===== src/rtl/mhf_pkg.sv =====
package mhf_pkg;
  localparam int unsigned CRC_W = 32;
  localparam logic [CRC_W-1:0] CRC_POLY = 32'hEDB8_8320;
  localparam logic [CRC_W-1:0] CRC_INIT = '1;

  // reflected CRC, data consumed lsb first
  function automatic logic [CRC_W-1:0] crc_byte(input logic [CRC_W-1:0] c_in,
                                                input logic [7:0] d);
    logic [CRC_W-1:0] c;
    c = c_in;
    for (int k = 0; k < 8; k++) begin
      if (c[0] ^ d[k]) c = (c >> 1) ^ CRC_POLY;
      else             c = c >> 1;
    end
    return c;
  endfunction
endpackage


===== src/rtl/mhf_regs.sv =====
module mhf_regs #(
  parameter int unsigned AW         = 7,
  parameter int unsigned NWORDS     = 16,
  parameter int unsigned WORD_W     = 16,
  parameter int unsigned ADDR_BYTES = 6
) (
  input  logic                       clk_i,
  input  logic                       rst_ni,
  input  logic                       we_i,
  input  logic [AW-1:0]              addr_i,
  input  logic [WORD_W-1:0]          wdata_i,
  output logic [NWORDS*WORD_W-1:0]   table_o,
  output logic [8*ADDR_BYTES-1:0]    station_o,
  output logic                       promisc_o,
  output logic                       hash_en_o
);
  localparam int unsigned STA_REGS = (8 * ADDR_BYTES) / WORD_W;
  localparam int unsigned STA_BASE = NWORDS * 4;
  localparam logic [AW-1:0] CTRL_ADDR = AW'(STA_BASE + 4 * STA_REGS);

  for (genvar n = 0; n < NWORDS; n++) begin : g_tbl
    localparam logic [AW-1:0] WADDR = AW'(n * 4);
    logic [WORD_W-1:0] word_q;
    always_ff @(posedge clk_i or negedge rst_ni) begin
      if (!rst_ni)                      word_q <= '0;
      else if (we_i && addr_i == WADDR) word_q <= wdata_i;
    end
    assign table_o[n*WORD_W +: WORD_W] = word_q;
  end

  // reg k carries the low-order byte pair k of the address vector (byte 0 in msbs)
  for (genvar k = 0; k < STA_REGS; k++) begin : g_sta
    localparam logic [AW-1:0] SADDR = AW'(STA_BASE + 4 * k);
    logic [WORD_W-1:0] sta_q;
    always_ff @(posedge clk_i or negedge rst_ni) begin
      if (!rst_ni)                      sta_q <= '0;
      else if (we_i && addr_i == SADDR) sta_q <= wdata_i;
    end
    assign station_o[k*WORD_W +: WORD_W] = sta_q;
  end

  always_ff @(posedge clk_i or negedge rst_ni) begin
    if (!rst_ni) begin
      promisc_o <= 1'b0;
      hash_en_o <= 1'b0;
    end else if (we_i && addr_i == CTRL_ADDR) begin
      promisc_o <= wdata_i[0];
      hash_en_o <= wdata_i[1];
    end
  end

  assert_ctrl_load_R7: assert property (@(posedge clk_i) disable iff (!rst_ni)
    (we_i && addr_i == CTRL_ADDR) |=> (promisc_o == $past(wdata_i[0]) &&
                                       hash_en_o == $past(wdata_i[1])));

  assert_ctrl_hold_R11: assert property (@(posedge clk_i) disable iff (!rst_ni)
    !(we_i && addr_i == CTRL_ADDR) |=> ($stable(promisc_o) && $stable(hash_en_o)));
endmodule


===== src/rtl/mhf_addr_crc.sv =====
module mhf_addr_crc
  import mhf_pkg::*;
#(
  parameter int unsigned ADDR_BYTES = 6,
  parameter int unsigned IDX_W      = 8
) (
  input  logic                    clk_i,
  input  logic                    rst_ni,
  input  logic                    valid_i,
  input  logic                    sof_i,
  input  logic [7:0]              data_i,
  output logic [IDX_W-1:0]        hash_idx_o,
  output logic [8*ADDR_BYTES-1:0] dst_o,
  output logic                    done_o
);
  localparam int unsigned DST_W = 8 * ADDR_BYTES;
  localparam int unsigned CNT_W = $clog2(ADDR_BYTES + 1);
  localparam logic [CNT_W-1:0] CNT_IDLE = CNT_W'(ADDR_BYTES);
  localparam logic [CNT_W-1:0] CNT_LAST = CNT_W'(ADDR_BYTES - 1);

  logic [CNT_W-1:0] cnt_q, base_cnt;
  logic [CRC_W-1:0] crc_q, base_crc;
  logic [DST_W-1:0] dst_q, base_dst;
  logic             take;

  always_comb begin
    base_cnt = sof_i ? '0 : cnt_q;
    base_crc = sof_i ? CRC_INIT : crc_q;
    base_dst = sof_i ? '0 : dst_q;
    take     = valid_i && (sof_i || cnt_q < CNT_IDLE);
  end

  always_ff @(posedge clk_i or negedge rst_ni) begin
    if (!rst_ni) begin
      cnt_q  <= CNT_IDLE;
      crc_q  <= CRC_INIT;
      dst_q  <= '0;
      done_o <= 1'b0;
    end else begin
      done_o <= take && base_cnt == CNT_LAST;
      if (take) begin
        cnt_q <= base_cnt + 1'b1;
        crc_q <= crc_byte(base_crc, data_i);
        dst_q <= {base_dst[DST_W-9:0], data_i};
      end
    end
  end

  assign hash_idx_o = crc_q[CRC_W-1 -: IDX_W];
  assign dst_o      = dst_q;

  assert_strobe_pulse_R9: assert property (@(posedge clk_i) disable iff (!rst_ni)
    done_o |=> !done_o);

  assert_restart_R10: assert property (@(posedge clk_i) disable iff (!rst_ni)
    (valid_i && sof_i) |=> (cnt_q == 1));

  assert_idle_ignore_R9: assert property (@(posedge clk_i) disable iff (!rst_ni)
    (cnt_q == CNT_IDLE && !sof_i) |=> ($stable(dst_q) && !done_o));
endmodule


===== src/rtl/mhf_decide.sv =====
module mhf_decide #(
  parameter int unsigned NWORDS     = 16,
  parameter int unsigned WORD_W     = 16,
  parameter int unsigned ADDR_BYTES = 6,
  parameter int unsigned IDX_W      = 8
) (
  input  logic                       clk_i,
  input  logic                       rst_ni,
  input  logic [NWORDS*WORD_W-1:0]   table_i,
  input  logic [8*ADDR_BYTES-1:0]    station_i,
  input  logic                       promisc_i,
  input  logic                       hash_en_i,
  input  logic [IDX_W-1:0]           hash_idx_i,
  input  logic [8*ADDR_BYTES-1:0]    dst_i,
  input  logic                       done_i,
  output logic                       accept_o
);
  localparam int unsigned DST_W  = 8 * ADDR_BYTES;
  localparam int unsigned BSEL_W = $clog2(WORD_W);

  logic [WORD_W-1:0] sel_word;
  logic is_mcast, is_bcast, is_mine, hash_hit;

  always_comb begin
    sel_word = table_i[int'(hash_idx_i[IDX_W-1:BSEL_W]) * WORD_W +: WORD_W];
    hash_hit = sel_word[hash_idx_i[BSEL_W-1:0]];
    is_mcast = dst_i[DST_W-8];  // group bit: lsb of first byte
    is_bcast = &dst_i;
    is_mine  = dst_i == station_i;
    accept_o = done_i && (promisc_i || is_bcast || is_mine ||
                          (is_mcast && hash_en_i && hash_hit));
  end

  assert_promisc_R7: assert property (@(posedge clk_i) disable iff (!rst_ni)
    (done_i && promisc_i) |-> accept_o);

  assert_bcast_R6: assert property (@(posedge clk_i) disable iff (!rst_ni)
    (done_i && &dst_i) |-> accept_o);

  assert_unicast_reject_R8: assert property (@(posedge clk_i) disable iff (!rst_ni)
    (done_i && !promisc_i && !dst_i[DST_W-8] && dst_i != station_i) |-> !accept_o);

  assert_quiet_R9: assert property (@(posedge clk_i) disable iff (!rst_ni)
    !done_i |-> !accept_o);
endmodule


===== src/rtl/mcast_hash_filter.sv =====
module mcast_hash_filter #(
  parameter int unsigned AW         = 7,
  parameter int unsigned NWORDS     = 16,
  parameter int unsigned WORD_W     = 16,
  parameter int unsigned ADDR_BYTES = 6
) (
  input  logic              clk_i,
  input  logic              rst_ni,
  input  logic              rx_valid_i,
  input  logic              rx_sof_i,
  input  logic [7:0]        rx_data_i,
  input  logic              cfg_we_i,
  input  logic [AW-1:0]     cfg_addr_i,
  input  logic [WORD_W-1:0] cfg_wdata_i,
  output logic              decision_valid_o,
  output logic              accept_o
);
  localparam int unsigned IDX_W = $clog2(NWORDS) + $clog2(WORD_W);
  localparam int unsigned DST_W = 8 * ADDR_BYTES;

  logic [NWORDS*WORD_W-1:0] tbl;
  logic [DST_W-1:0]         station, dst;
  logic [IDX_W-1:0]         hash_idx;
  logic                     promisc, hash_en, done;

  mhf_regs #(.AW(AW), .NWORDS(NWORDS), .WORD_W(WORD_W), .ADDR_BYTES(ADDR_BYTES)) u_regs (
    .clk_i, .rst_ni,
    .we_i(cfg_we_i), .addr_i(cfg_addr_i), .wdata_i(cfg_wdata_i),
    .table_o(tbl), .station_o(station), .promisc_o(promisc), .hash_en_o(hash_en)
  );

  mhf_addr_crc #(.ADDR_BYTES(ADDR_BYTES), .IDX_W(IDX_W)) u_track (
    .clk_i, .rst_ni,
    .valid_i(rx_valid_i), .sof_i(rx_sof_i), .data_i(rx_data_i),
    .hash_idx_o(hash_idx), .dst_o(dst), .done_o(done)
  );

  mhf_decide #(.NWORDS(NWORDS), .WORD_W(WORD_W), .ADDR_BYTES(ADDR_BYTES), .IDX_W(IDX_W)) u_dec (
    .clk_i, .rst_ni,
    .table_i(tbl), .station_i(station), .promisc_i(promisc), .hash_en_i(hash_en),
    .hash_idx_i(hash_idx), .dst_i(dst), .done_i(done), .accept_o(accept_o)
  );

  assign decision_valid_o = done;
endmodule


===== config.mk =====
export PLATFORM = sky130hd
export DESIGN_NAME = mcast_hash_filter
export DESIGN_NICKNAME = d
export VERILOG_FILES = /design/src/rtl/mhf_pkg.sv /design/src/rtl/mhf_regs.sv /design/src/rtl/mhf_addr_crc.sv /design/src/rtl/mhf_decide.sv /design/src/rtl/mcast_hash_filter.sv
export SDC_FILE = /design/constraint.sdc
export NUM_CORES = 1
export LEC_CHECK = 0
export BUFFER_PORTS_ARGS = -buffer_cell sky130_fd_sc_hd__buf_2
export CAP_MARGIN = 20
export CORE_ASPECT_RATIO = 1.1
export CORE_UTILIZATION = 55
export CTS_BUF_LIST = sky130_fd_sc_hd__clkbuf_16
export CTS_CLUSTER_SIZE = 40
export DETAILED_ROUTE_END_ITERATION = 10
export PLACE_DENSITY = 0.82
export SYNTH_ARGS = -nofsm -noshare
export SYNTH_HDL_FRONTEND = slang
export SYNTH_HIERARCHICAL = 1
export SYNTH_SLANG_ARGS = --single-unit

===== constraint.sdc =====
create_clock -name clk_i -period 8.65 [get_ports clk_i]
set_clock_uncertainty 0.1 [all_clocks]
set_input_delay 1.2975 -clock clk_i [delete_from_list [all_inputs] [get_ports clk_i]]
set_output_delay 1.2975 -clock clk_i [all_outputs]
set_load 0.01 [all_outputs]

Word-level counts from Yosys, hierarchy flattened
Index checks and enable logic that the tools add are counted.
Storage, ports and cells
  register bits: 390
  output and inout bits: 2
Cells by class
  add/subtract/negate cells: 1
  order comparisons: 2
  equality and inequality tests: 21
  shift operators: 1
  multiplexer cells: 20
  bitwise gates (word level): 16
  reductions and logical operators: 31
Operators by type and width (number)
  $mux 32: 16
  $shiftx 256x9->16: 1
  $not 13->14: 8
  $eq 7x6->1 const B: 8
  $eq 48x48->1: 1
  $reduce_and 48->1: 1
  $mux 40: 1
  $eq 7x5->1 const B: 4
  $eq 7x7->1 const B: 4
  $logic_and 1x1->1: 25
  $eq 7x4->1 const B: 2
  $xor 1x1->1: 8
  $eq 7x3->1 const B: 1
  $logic_not 7->1: 1
  $lt 4x5->1 const B: 1
  $bmux 1 s4: 1
  $logic_or 1x1->1: 4
  $add 3x1->3 const B: 1
  $eq 3x3->1 const B: 1
  $lt 3x3->1 const B: 1
  $mux 3: 1
  $mux 1: 1

Logic depth before layout (Yosys ltp)
  word-level depth: 24
  mapped depth: 12

Cells and area by module
Netlist, hierarchy kept.
By module, submodules not included
  mhf_regs: times used 1, cells an instance 702, area each 11641.2 µm², sequential area each 7657.3 µm²
  mhf_addr_crc: times used 1, cells an instance 483, area each 4366.7 µm², sequential area each 2144.6 µm²
  mhf_decide: times used 1, cells an instance 300, area each 2904.0 µm², sequential area each 0.0 µm²

Least setup slack after synthesis
OpenSTA, ideal clock, no wires.
  path type: reg-to-output
  start point: register u_track.crc_q[29]
  end point: output port accept_o
  arrival: 2.436 ns
  required time: 7.253 ns
  setup slack: 4.817 ns
  stages on the path, launching flop included: 11
  path buffers: 4
  cell sequence: dfstp_2 -> buf_4 -> buf_4 -> buf_2 -> buf_4 -> mux4_2 -> a2111oi_0 -> o21ai_1 -> nand4_1 -> nor3_1 -> a221o_1
Between the ends
  word-level cells in the longest chain between the ends: 6
RTL lines
  start, declared: line mhf_addr_crc.sv:22  | logic [CRC_W-1:0] crc_q, base_crc;
  start signal, assigned: line mhf_addr_crc.sv:43  | crc_q <= crc_byte(base_crc, data_i);
  $shiftx 256x9->16: line mhf_decide.sv:25  | sel_word = table_i[int'(hash_idx_i[IDX_W-1:BSEL_W]) * WORD_W +: WORD_W];
  $bmux 1 s4: line mhf_decide.sv:26  | hash_hit = sel_word[hash_idx_i[BSEL_W-1:0]];
  $mux 1 (implied by the code): line mhf_decide.sv:26
  $logic_and 1x1->1: line mhf_decide.sv:31  | (is_mcast && hash_en_i && hash_hit));
  $logic_or 1x1->1: line mhf_decide.sv:30  | accept_o = done_i && (promisc_i || is_bcast || is_mine ||
  $logic_and 1x1->1: line mhf_decide.sv:30
  end, declared: line mcast_hash_filter.sv:16  | output logic accept_o
No other way between the ends. The select of a mux whose other input is x is not followed.

Worst setup path after layout
  start point: register u_track.crc_q[28]
  end point: output port accept_o
The elaborated chain is that of the path after synthesis.

==> out/qor.yml <==
detailed_routing:
  drtIter0Drc: 1001
  ant_nets: 0
  drc: 0
  finalWirelength_um: 45200
  vias: 12000
  firstDrtPassIters: 5
  vias_per_cell: 6.23
  wl_per_cell_um: 23.6
clocking:
  clk_path_buf_depth: 3
  clkLatencyLatePin_ns: 0.53
  cts_hold_buffers: 0
  cts_setup_buffers: 0
  path_clk_slew_ns: 0.06
  cts_tree: "yes"
  htreeDepth: 2
  cts_inserted_buffers: 39
  cts_resized: 0
  cts.sinks: 390
  cts_root_buf: "clkbuf_16"
synth:
  netlist_instances: 1485
  yosysMostFrequentCell: "dfrtp_1"
  synthesis.nets: 1523
  ys_top_cells_by_count: "dfrtp_1, mux2_2, nand2_1"
  synth-seq-area-share_pct: 51.8
  netlist_top_cells_area: "dfrtp_1, mux2_2, mux4_2, dfstp_2, xor2_1"
  synth_edf_count: 0
  syn_avg_cell_area_um2: 12.7
  yosys_warnings: 6
  synth_cell_types: 59
  yosysTopAreaCell: "dfrtp_1"
  syn-cell-area_mm2: 0.0189
  synth-main-ff-cell: "dfrtp_1"
  synth_top_area_share_pct: 47.1
  synthArstFlopShare_pct: 100
  ys_ff_latch: 390
timing:
  setup_tns_ns: 0
  drv_slew: 0
  fmax_mhz: 179
  tightest_slew_ns: 1.18
  slew_headroom_pct: 21.3
  hold_violations: 0
  final.min_clock_period_ns: 5.58
  rsz0062_at_grt: "false"
  fin_crit_sh_pct: 64.5
  setup_violations: 0
global_route:
  grt_util_met1_pct: 34.7
  grt_pass1_wl_um: 70200
  globalRouteMet3Util_pct: 5.13
  grt-ovfl-total: 0
  grtUsageTotal_pct: 26.3
  antenna_found_initial: 1
  grt_pass1_vias: 12700
  top_usage_layer: "met2"
  grt_start_max_net_pins: 141
  use_met2_pct: 42.2
floorplan:
  io_pins: 38
  die_area_mm2: 0.0351
  design.core.area_mm2: 0.0335
  die_height_um: 196
  initial_core_util_pct: 56.4
  rows: 70
  die_w_um: 179
hold_path:
  holdCritPathClass: "flop to flop"
worst_setup_path:
  path_class: "flop to output port"
  critPathMaxFanout: 41
  arrival_ns: 4.18
  worstSetupStartpointType: "flop"
  crit_path_end_kind: "output port"
  critPathRequiredTime_ns: 7.25
layout:
  drive_above_1_share_pct: 34.5
  fin_nets: 1496
  synthToLayoutAreaGrowth_pct: 7.81
  diodes: 0
place:
  globalplace.congestion: 0.865
  io_buffers: 37
  dpl.hpwl_um: 28100
outcome:
  status: "completed"
power_and_ir_drop:
  ir_drop_uv: 216
  p_leak_nw: 9.87
  powerDensity_mw_per_mm2: 265
  power_mw: 5.40
job:
  drv_cap: 0
kinds of logic after synthesis:
family	Yosys count	synth area share [%]
AO/OA/AOI/OAI	91	3.01
XOR/XNOR	139	6.89
adder cells (fa/ha/maj)	2	0.132
buffers and inverters	127	3.48
flip-flops	390	51.8
multiplexers	391	26.1
AND/OR/NAND/NOR	345	8.54
worst paths after layout:
kind                                               start                                      to  slack [ns]  cells past startpoint
min reg2reg                u_track/crc_q[15]$_DFFE_PN1P_           u_track/crc_q[15]$_DFFE_PN1P_        0.38                      2
max reg2reg                 u_track/crc_q[0]$_DFFE_PN1P_           u_track/crc_q[23]$_DFFE_PN1P_        6.19                      6
max in group asynchronous                         rst_ni  u_regs/g_tbl[12].word_q[0]$_DFFE_PN0P_        6.25                      2
min                        u_track/crc_q[15]$_DFFE_PN1P_           u_track/crc_q[15]$_DFFE_PN1P_        0.38                      2
min in group asynchronous                         rst_ni  u_regs/g_tbl[7].word_q[11]$_DFFE_PN0P_        0.72                      1
max                        u_track/crc_q[28]$_DFFE_PN1P_                                accept_o        3.07                      8
cell usage in the layout, fill, tap and decap left out, drive strengths merged, types with 3 or more instances in the layout:
cell type / count
nand2b: 3
xnor2: 61
nand4: 18
a31oi: 3
o21ai: 39
nor4b: 4
o221ai: 12
a21oi: 11
inv: 13
xnor3: 3
nor4: 17
clkbuf: 41
mux2: 311
a211oi: 4
mux4: 46
o22ai: 8
clkinv: 19
xor2: 75
dfrtp: 356
and3: 4
mux2i: 34
nand2: 171
o31ai: 3
buf: 54
nor3: 7
nor2b: 8
nand3: 55
nor2: 45
dfstp: 34
where the power goes:
group          internal (mW)  switching [mW]  total (mW)
registers               2.10           0.294        2.39
logic                  0.682           0.741        1.42
clock network          0.889           0.696        1.58
total                   3.67            1.73        5.40
state kept, by name, indices dropped and copies added, names as in the netlist:
register and flops:
u_regs/g_sta.sta_q 48, u_regs/g_tbl.word_q 256, u_regs/hash_en_o 1, u_regs/promisc_o 1, u_track/cnt_q 3, u_track/crc_q 32, u_track/done_o 1, u_track/dst_o 48
through the flow:
| stage | util (%) | hold WS, ns | setup WS (ns) | cell area, um^2 | cells |
|---|---|---|---|---|---|
| 2_1_floorplan | - | 0.342 | 4.82 | 18900 | 1485 |
| 3_3_place_gp | 57.1 | 0.356 | 3.72 | 19100 | 1846 |
| 3_5_place_dp | 57.1 | 0.370 | 3.75 | 19200 | 1847 |
| 4_1_cts | 60.7 | 0.378 | 3.13 | 20300 | 1918 |
| 5_1_grt | 60.8 | 0.394 | 2.91 | 20400 | 1920 |
| 6_report | 60.8 | 0.376 | 3.07 | 20400 | 1920 |
layer usage:
metal | wire length (um) | up-vias
met5 | 0 | -
met4 | 1900 | 0
met3 | 2930 | 135
met2 | 22000 | 474
met1 | 18500 | 6177
li1 | - | 5183
final cells by class:
| cell class | count | area [um^2] |
|---|---|---|
| Multi-Input combinational cell | 968 | 8460 |
| Tap cell | 432 | 541 |
| Timing Repair Buffer | 54 | 370 |
| Inverter | 5 | 18.8 |
| Clock buffer | 41 | 1030 |
| Sequential cell | 390 | 9810 |
| Fill cell | 2454 | 13200 |
| Clock inverter | 30 | 168 |
worst max-delay path, stage by stage (launching register included):
cell and delay (ns):
dfstp_4 1.09, buf_4 0.66, mux4_2 0.58, a2111oi_0 0.51
o21ai_1 0.13, nand4_1 0.11, nor3_1 0.07, a221o_1 0.33
buf_2 0.15
Power figures use the tool's default switching activity.
